$ cat config.mk
export PLATFORM = sky130hd
export DESIGN_NAME = page_list_walker
export DESIGN_NICKNAME = d
export VERILOG_FILES = /design/src/rtl/pgw_pkg.sv /design/src/rtl/pgw_span_calc.sv /design/src/rtl/pgw_list_port.sv /design/src/rtl/page_list_walker.sv
export SDC_FILE = /design/constraint.sdc
export NUM_CORES = 1
export LEC_CHECK = 0
export ABC_AREA = 1
export CAP_MARGIN = 10
export CORE_MARGIN = 10
export CORE_UTILIZATION = 60
export DETAILED_ROUTE_END_ITERATION = 16
export DONT_BUFFER_PORTS = 1
export MAX_ROUTING_LAYER = met4
export PLACE_DENSITY = 0.76
export REMOVE_ABC_BUFFERS = 1
export SYNTH_ARGS = -nofsm -noshare
export SYNTH_HDL_FRONTEND = slang
export SYNTH_SLANG_ARGS = --single-unit
$ cat constraint.sdc
create_clock -name clk -period 8.2 [get_ports clk]
set_input_delay 1.64 -clock clk [delete_from_list [all_inputs] [get_ports clk]]
set_output_delay 1.64 -clock clk [all_outputs]
set_load 0.02 [all_outputs]
$ cat src/rtl/pgw_pkg.sv
package pgw_pkg;
   typedef enum logic [2:0] {
      ST_IDLE,
      ST_FIRST,
      ST_SECOND,
      ST_REQ,
      ST_RSP,
      ST_EMIT,
      ST_DONE
   } walk_st_e;
endpackage

$ cat src/rtl/pgw_span_calc.sv
module pgw_span_calc #(
   parameter int ADDR_W     = 64,
   parameter int LEN_W      = 32,
   parameter int SMALL_LOG2 = 12,
   parameter int LARGE_LOG2 = 13
) (
   input  logic [ADDR_W-1:0] addr_i,
   input  logic [LEN_W-1:0]  len_i,
   input  logic              big_i,
   output logic [LEN_W-1:0]  page_o,
   output logic [LEN_W-1:0]  span_o,
   output logic              off_nz_o
);
   localparam logic [LEN_W-1:0] PAGE_S = LEN_W'(1) << SMALL_LOG2;
   localparam logic [LEN_W-1:0] PAGE_L = LEN_W'(1) << LARGE_LOG2;

   logic [LARGE_LOG2-1:0] off;
   logic [LEN_W-1:0]      head;

   always_comb begin
      if (big_i) off = addr_i[LARGE_LOG2-1:0];
      else       off = {{(LARGE_LOG2-SMALL_LOG2){1'b0}}, addr_i[SMALL_LOG2-1:0]};
      page_o   = big_i ? PAGE_L : PAGE_S;
      head     = page_o - LEN_W'(off);
      span_o   = (len_i < head) ? len_i : head;
      off_nz_o = (off != '0);
   end
endmodule

$ cat src/rtl/pgw_list_port.sv
module pgw_list_port #(
   parameter int ADDR_W      = 64,
   parameter int ENTRY_BYTES = 8
) (
   input  logic              clk,
   input  logic              rst_n,
   input  logic              load_i,
   input  logic [ADDR_W-1:0] base_i,
   input  logic              next_i,
   input  logic              issue_i,
   input  logic              ready_i,
   output logic              req_valid_o,
   output logic [ADDR_W-1:0] req_addr_o
);
   logic [ADDR_W-1:0] lptr_q;

   always_ff @(posedge clk or negedge rst_n) begin
      if (!rst_n)      lptr_q <= '0;
      else if (load_i) lptr_q <= base_i;
      else if (next_i) lptr_q <= lptr_q + ADDR_W'(ENTRY_BYTES);
   end

   assign req_valid_o = issue_i;
   assign req_addr_o  = lptr_q;

   assert_req_hold_R5: assert property (@(posedge clk) disable iff (!rst_n)
      (req_valid_o && !ready_i) |=> (req_valid_o && $stable(req_addr_o)));
endmodule

$ cat src/rtl/page_list_walker.sv
module page_list_walker
   import pgw_pkg::*;
#(
   parameter int ADDR_W      = 64,
   parameter int LEN_W       = 32,
   parameter int SMALL_LOG2  = 12,
   parameter int LARGE_LOG2  = 13,
   parameter int ENTRY_BYTES = 8
) (
   input  logic              clk,
   input  logic              rst_n,
   input  logic              start_i,
   input  logic [ADDR_W-1:0] ptr1_i,
   input  logic [ADDR_W-1:0] ptr2_i,
   input  logic [LEN_W-1:0]  len_i,
   input  logic              big_page_i,
   output logic              seg_valid_o,
   input  logic              seg_ready_i,
   output logic [ADDR_W-1:0] seg_addr_o,
   output logic [LEN_W-1:0]  seg_len_o,
   output logic              rd_req_valid_o,
   input  logic              rd_req_ready_i,
   output logic [ADDR_W-1:0] rd_req_addr_o,
   input  logic              rd_rsp_valid_i,
   input  logic [ADDR_W-1:0] rd_rsp_data_i,
   output logic              done_o,
   output logic              err_o
);
   localparam int ALIGN_LOG2 = $clog2(ENTRY_BYTES);

   generate
      if (LARGE_LOG2 <= SMALL_LOG2) begin : g_bad_pages
         $error("page_list_walker: LARGE_LOG2 must exceed SMALL_LOG2");
      end
      if (LEN_W <= LARGE_LOG2 + 1) begin : g_bad_len
         $error("page_list_walker: LEN_W too narrow for a page length");
      end
      if ((1 << ALIGN_LOG2) != ENTRY_BYTES) begin : g_bad_entry
         $error("page_list_walker: ENTRY_BYTES must be a power of two");
      end
   endgenerate

   walk_st_e          st_q;
   logic [ADDR_W-1:0] seg_addr_q, ptr2_q;
   logic [LEN_W-1:0]  seg_len_q, rem_q;
   logic              big_q, err_q;

   logic [LEN_W-1:0]  page_a, span_a, page_b, span_b;
   logic              offnz_a, offnz_b;
   logic [ADDR_W-1:0] chk_addr;

   pgw_span_calc #(.ADDR_W(ADDR_W), .LEN_W(LEN_W), .SMALL_LOG2(SMALL_LOG2),
                   .LARGE_LOG2(LARGE_LOG2)) i_span_head (
      .addr_i(ptr1_i), .len_i(len_i), .big_i(big_page_i),
      .page_o(page_a), .span_o(span_a), .off_nz_o(offnz_a));

   assign chk_addr = (st_q == ST_FIRST) ? ptr2_q : rd_rsp_data_i;

   pgw_span_calc #(.ADDR_W(ADDR_W), .LEN_W(LEN_W), .SMALL_LOG2(SMALL_LOG2),
                   .LARGE_LOG2(LARGE_LOG2)) i_span_tail (
      .addr_i(chk_addr), .len_i(rem_q), .big_i(big_q),
      .page_o(page_b), .span_o(span_b), .off_nz_o(offnz_b));

   logic seg_hs, list_needed, list_aligned, lp_load, lp_next;
   assign seg_hs       = seg_valid_o && seg_ready_i;
   assign list_needed  = (rem_q > page_b);
   assign list_aligned = (ptr2_q[ALIGN_LOG2-1:0] == '0);
   assign lp_load      = (st_q == ST_FIRST) && seg_hs && list_needed && list_aligned;
   assign lp_next      = (st_q == ST_EMIT) && seg_hs && (rem_q != '0);

   pgw_list_port #(.ADDR_W(ADDR_W), .ENTRY_BYTES(ENTRY_BYTES)) i_list_port (
      .clk(clk), .rst_n(rst_n), .load_i(lp_load), .base_i(ptr2_q),
      .next_i(lp_next), .issue_i(st_q == ST_REQ), .ready_i(rd_req_ready_i),
      .req_valid_o(rd_req_valid_o), .req_addr_o(rd_req_addr_o));

   always_ff @(posedge clk or negedge rst_n) begin
      if (!rst_n) begin
         st_q       <= ST_IDLE;
         seg_addr_q <= '0;
         seg_len_q  <= '0;
         rem_q      <= '0;
         ptr2_q     <= '0;
         big_q      <= 1'b0;
         err_q      <= 1'b0;
      end else begin
         unique case (st_q)
            ST_IDLE: if (start_i) begin
               big_q  <= big_page_i;
               ptr2_q <= ptr2_i;
               err_q  <= 1'b0;
               if (len_i == '0) begin
                  st_q <= ST_DONE;
               end else begin
                  seg_addr_q <= ptr1_i;
                  seg_len_q  <= span_a;
                  rem_q      <= len_i - span_a;
                  st_q       <= ST_FIRST;
               end
            end
            ST_FIRST: if (seg_ready_i) begin
               if (rem_q == '0) begin
                  st_q <= ST_DONE;
               end else if (!list_needed) begin
                  if (offnz_b) begin
                     err_q <= 1'b1;
                     st_q  <= ST_DONE;
                  end else begin
                     seg_addr_q <= ptr2_q;
                     seg_len_q  <= rem_q;
                     rem_q      <= '0;
                     st_q       <= ST_SECOND;
                  end
               end else if (!list_aligned) begin
                  err_q <= 1'b1;
                  st_q  <= ST_DONE;
               end else begin
                  st_q <= ST_REQ;
               end
            end
            ST_SECOND: if (seg_ready_i) st_q <= ST_DONE;
            ST_REQ:    if (rd_req_ready_i) st_q <= ST_RSP;
            ST_RSP: if (rd_rsp_valid_i) begin
               if (offnz_b) begin
                  err_q <= 1'b1;
                  st_q  <= ST_DONE;
               end else begin
                  seg_addr_q <= rd_rsp_data_i;
                  seg_len_q  <= span_b;
                  rem_q      <= rem_q - span_b;
                  st_q       <= ST_EMIT;
               end
            end
            ST_EMIT: if (seg_ready_i) st_q <= (rem_q == '0) ? ST_DONE : ST_REQ;
            ST_DONE: st_q <= ST_IDLE;
            default: st_q <= ST_IDLE;
         endcase
      end
   end

   assign seg_valid_o = (st_q == ST_FIRST) || (st_q == ST_SECOND) || (st_q == ST_EMIT);
   assign seg_addr_o  = seg_addr_q;
   assign seg_len_o   = seg_len_q;
   assign done_o      = (st_q == ST_DONE);
   assign err_o       = err_q;

   logic [LEN_W-1:0] page_now;
   assign page_now = big_q ? (LEN_W'(1) << LARGE_LOG2) : (LEN_W'(1) << SMALL_LOG2);

   assert_seg_hold_R11: assert property (@(posedge clk) disable iff (!rst_n)
      (seg_valid_o && !seg_ready_i) |=> (seg_valid_o && $stable(seg_addr_o) && $stable(seg_len_o)));

   assert_seg_bounds_R9: assert property (@(posedge clk) disable iff (!rst_n)
      seg_valid_o |-> (seg_len_o != '0 && seg_len_o <= page_now));

   assert_later_aligned_R7: assert property (@(posedge clk) disable iff (!rst_n)
      (seg_valid_o && st_q != ST_FIRST) |->
         ((seg_addr_o & ADDR_W'(page_now - LEN_W'(1))) == '0));

   assert_zero_len_R3: assert property (@(posedge clk) disable iff (!rst_n)
      (st_q == ST_IDLE && start_i && len_i == '0) |=> (done_o && !seg_valid_o));

   assert_done_quiet_R10: assert property (@(posedge clk) disable iff (!rst_n)
      done_o |-> (!seg_valid_o && !rd_req_valid_o));

   assert_busy_hold_R12: assert property (@(posedge clk) disable iff (!rst_n)
      (st_q != ST_IDLE) |=> ($stable(big_q) && $stable(ptr2_q)));
endmodule

==> flow_results.org <==
** Run status
- The flow ran to the end, and the final reports show no timing, DRC or antenna violations.

** Critical path
- For this design, the slowest cell found on the critical path is sky130_fd_sc_hd__fa_1.
- Startpoint class of the critical path :: primary input
- Worst setup path category :: in -> reg
- Cell with the most instances on the worst path :: sky130_fd_sc_hd__nand2_1
- STA classifies the critical path endpoint as a flop.
- Delay of the slowest critical-path stage :: 0.39 ns
- STA puts the critical path data required time at a little under 9 ns.
- CP max FO :: 5
- Critical path data arrival time :: 7.20 ns

** STA
- The count of endpoints failing hold in the final timing report was 0.
- The worst pin sits at a relative slew slack of 18.9%.
- Time the worst path needs with I/O delays and setup :: between 6 and 7 ns
- RSZ-0062 raised after global routing :: no
- At the pin with the least slew margin, the transition time is 1.21 ns.
- Worst-case hold slack :: roughly 0.50 ns
- PnR worst setup slack :: ~1.6 ns
- Slew Viols, Final :: 0
- Timing-limited maximum frequency :: 0.150 GHz
- Setup violations remaining at the end of the flow were counted as 0.
- In the finished design, the share of the clock period the worst path needs comes to roughly four fifths.
- Worst-case clock skew :: just over 0.05 ns

** Job
- Maximum capacitance violations :: 0

** Pwr
- Total power :: between 10000 and 15000 uW
- In this run the static leakage power is 0.0105 uW.
- Power per Cell Area :: 487 nW/um^2
- The worst-case IR drop observed on VDD is approximately 0.30 mV.

** Synthesis
- After Yosys synthesis, full adders, half adders and majority gates account for 8.28% of the synthesized area.
- In this run the mean area of a mapped cell was 6.78 um^2.
- The share of the Yosys chip area taken by registers is 32.0%.
- Number of register bits inferred by synthesis :: approximately 260
- Number of library cell types mapped by synthesis :: between 50 and 60
- Post-synthesis xor/xnor area fraction :: 2.92%
- Measured against the total synthesized area, the mux share comes to 0%.
- Proportion of register bits with asynchronous set or reset after synthesis :: 100%
- Of the total synthesized cell area, the portion taken by AND, OR, NAND and NOR gates is 31.3%.
- Netlist area before placement :: 20400 um^2
- Summing the areas of all compound-gate instances in the mapped netlist gives roughly 17% of the synthesized area.
- Dominant combinational cell family by area after synthesis :: simple AND/OR/NAND/NOR gates
- In the synthesized netlist the dominant register cell turns out to be sky130_fd_sc_hd__dfrtp_1.
- Synthesis produced a netlist whose cell count is roughly 3000.
- Post-synthesis cell type with the largest combined area :: sky130_fd_sc_hd__dfrtp_1
- In this run, synthesis inferred 0 flip-flops with an integrated enable.
- Leading post-synthesis cells by cell area :: sky130_fd_sc_hd__dfrtp_1, sky130_fd_sc_hd__nand2_1, sky130_fd_sc_hd__ha_1, sky130_fd_sc_hd__o21ai_0, sky130_fd_sc_hd__inv_1
- The Yosys step of the flow raised 0 warnings.
- After synthesis, the largest area contributor takes up 32.0% of total cell area.

** Floorplanning
- The die covers 41800 um^2.
- IO Count :: roughly 400
- The initial utilization of the core area, before any placement, comes to 60.9%.
- The die is 205 um wide.
- Core box area :: 33500 um^2
- The floorplan has 67 rows.
- Measured along the y axis, the die boundary spans 205 um.

** Finish
- In the final layout, flip-flops and latches occupy between 6000 and 7000 um^2.
- In the final layout, the multi-input gates occupy ~12000 um^2.
- The library cell used most frequently in the layout, excluding fill and tap cells, is sky130_fd_sc_hd__nand2_1.
- After routing the design area is between 20000 and 25000 um^2.
- Number of nets in the layout :: 3363
- Area growth, synth to finish :: 6.98%
- Proportion of layout cells with a drive suffix above 1 :: under 10%
- Cells fill 65.2% of the core in the end.
- # fillers :: 2958
- Number of antenna cells inserted :: 0
- Leaving out fill and tap cells, the most frequent cells in the layout are sky130_fd_sc_hd__nand2_1, sky130_fd_sc_hd__inv_1, sky130_fd_sc_hd__dfrtp_1.

** Routing
- Antenna Nets Post-Route :: 0
- In the final routed layout, each cell accounts on average for 22.4 um.
- The final layout contains routed wiring with a total length of 77600 um.
- Total via count in the routed design :: about 22000
- The first detailed-routing pass took 9 iterations.
- In this run, the number of DRC markers left after iteration 0 of detailed routing was 2295.
- Number of vias per cell :: slightly above 6
- Number of DRC violations after detailed routing :: 0

** Clocking
- Post-CTS repair timing setup buffer count :: 0
- TritonCTS built the clock tree.
- Clock Sinks :: 261
- Total clock buffers created by CTS :: 30
- In this run the number of H-tree levels came out at 1.
- Max clock buf depth :: 3
- The later pin in the worst-skew pair is clocked with a latency of slightly above 0.6 ns.
- Clk root buf :: sky130_fd_sc_hd__clkbuf_16
- Clock-pin slew was measured on the worst setup and hold paths at 0.07 ns.
- Resize count post-CTS :: 0
- After clock tree synthesis, the flow added hold-fix buffers numbering 0.

** Placed design
- Port buffering added 0 buffers.
- Setup Slack @ Placement :: 0.978 ns
- Detailed placement finished with a half-perimeter wire length of 59800 um.
- After detailed placement, the total cell area comes to about 21000 um^2.
- Gpl congestion :: between 1 and 1.5

** GRT
- Summed over all layers, the global routing overflow is 0.
- The first global-routing pass estimated 119000 um of wire.
- The number of antenna violations at the first check in global routing came to 0.
- Via count of the first global-routing pass :: 21100
- In the global route stage, overall resource usage came out at a little under two fifths.
- Maximum number of pins on one net before global-route repair :: approximately 260

** Min path
- Path category of the worst min-delay check :: reg -> reg
[worst paths after layout]
path	from	end	slack (ns)	cells past startpoint
worst min-delay path	ptr2_q[20]	ptr2_q[20]	0.50	2
worst min register to register	ptr2_q[20]	ptr2_q[20]	0.50	2
max in group asynchronous	rst_n	rem_q[9]	6.69	0
min in group asynchronous	rst_n	seg_addr_o[29]	0.76	0
worst max-delay path	ptr1_i[0]	rem_q[28]	1.55	37
worst max register to register	st_q[0]	rem_q[31]	1.63	35
[sequential cells by signal (all words and copies together), names as in the netlist]
register                cells
i_list_port.req_addr_o     64
rem_q                      32
st_q                        3
err_o                       1
big_q                       1
ptr2_q                     64
seg_addr_o                 64
seg_len_o                  32
[worst max-delay path: cells and delay by family]
kind            cells  cell delay, ns
buf+inv             5            0.52
fa+ha+maj           4            1.24
simple gates       22            2.81
compound gates      6            0.96
[synth_stat cells, types with 2 or more instances]
| cell type | count |
|---|---|
| sky130_fd_sc_hd__o21ai_2 | 16 |
| sky130_fd_sc_hd__inv_1 | 293 |
| sky130_fd_sc_hd__o22ai_1 | 14 |
| sky130_fd_sc_hd__buf_2 | 17 |
| sky130_fd_sc_hd__fa_1 | 2 |
| sky130_fd_sc_hd__a21oi_2 | 15 |
| sky130_fd_sc_hd__nand3b_1 | 12 |
| sky130_fd_sc_hd__or2_2 | 22 |
| sky130_fd_sc_hd__nor4_1 | 28 |
| sky130_fd_sc_hd__o21ai_0 | 231 |
| sky130_fd_sc_hd__nor2_1 | 219 |
| sky130_fd_sc_hd__nor2_4 | 2 |
| sky130_fd_sc_hd__or2_1 | 3 |
| sky130_fd_sc_hd__nand2_4 | 2 |
| sky130_fd_sc_hd__nand2_2 | 3 |
| sky130_fd_sc_hd__dfrtp_1 | 261 |
| sky130_fd_sc_hd__o211ai_1 | 39 |
| sky130_fd_sc_hd__buf_6 | 13 |
| sky130_fd_sc_hd__nand2_1 | 922 |
| sky130_fd_sc_hd__nand3_2 | 2 |
| sky130_fd_sc_hd__nor3_1 | 46 |
| sky130_fd_sc_hd__o21a_1 | 10 |
| sky130_fd_sc_hd__xnor2_1 | 20 |
| sky130_fd_sc_hd__a21oi_1 | 160 |
| sky130_fd_sc_hd__o221ai_1 | 6 |
| sky130_fd_sc_hd__o21ai_1 | 49 |
| sky130_fd_sc_hd__inv_2 | 23 |
| sky130_fd_sc_hd__a21o_1 | 11 |
| sky130_fd_sc_hd__xor2_1 | 48 |
| sky130_fd_sc_hd__a211oi_1 | 2 |
| sky130_fd_sc_hd__clkinv_1 | 2 |
| sky130_fd_sc_hd__ha_1 | 132 |
| sky130_fd_sc_hd__or2_0 | 6 |
| sky130_fd_sc_hd__o21bai_1 | 11 |
| sky130_fd_sc_hd__o2111ai_1 | 2 |
| sky130_fd_sc_hd__clkbuf_1 | 71 |
| sky130_fd_sc_hd__nand3_1 | 204 |
| sky130_fd_sc_hd__a21boi_0 | 5 |
| sky130_fd_sc_hd__a31oi_1 | 30 |
| sky130_fd_sc_hd__nor3_4 | 2 |
| sky130_fd_sc_hd__buf_1 | 5 |
| sky130_fd_sc_hd__nand4_1 | 34 |
| sky130_fd_sc_hd__buf_4 | 5 |
| sky130_fd_sc_hd__nor2_2 | 3 |
| sky130_fd_sc_hd__and2_1 | 2 |
[metrics by stage]
| step | cells | TNS [ns] |
|---|---|---|
| global route | 3469 | 0 |
| finish | 3469 | 0 |
| global placement | 3414 | 0 |
| floorplan | 2937 | -85.70 |
| CTS | 3469 | 0 |
| detailed placement | 3414 | 0 |
[layout make-up]
cell class	count	share of cell area [%]
clock buffer	37	3.74
clock inverter	18	0.985
inverter	318	5.47
multi-input combinational	2358	56.3
sequential	261	29.9
tap	448	2.56
timing repair buffer	29	1.05
[per-layer routing]
| layer | track usage, % | vias up | wire, um |
|---|---|---|---|
| met1 | 42.8 | 10100 | 28800 |
| met3 | 8.40 | 270 | 7760 |
| met5 | - | - | 0 |
| met2 | 59.6 | 1233 | 36300 |
| met4 | 19.8 | 0 | 4770 |
| li1 | - | 9909 | - |
[logic make-up after synthesis]
kind of cell	after synthesis
AND/OR/NAND/NOR	1516
other	1
buffers and inverters	429
adder cells (fa/ha/maj)	134
XOR/XNOR	68
AO/OA/AOI/OAI	606
flip-flops	261
[power breakdown]
group | internal, uW | switching [uW] | total, uW
Sequential | 1950 | 1260 | 3200
Clock | 808 | 608 | 1420
Combinational | 1920 | 4120 | 6030
Power figures use the tool's default switching activity.
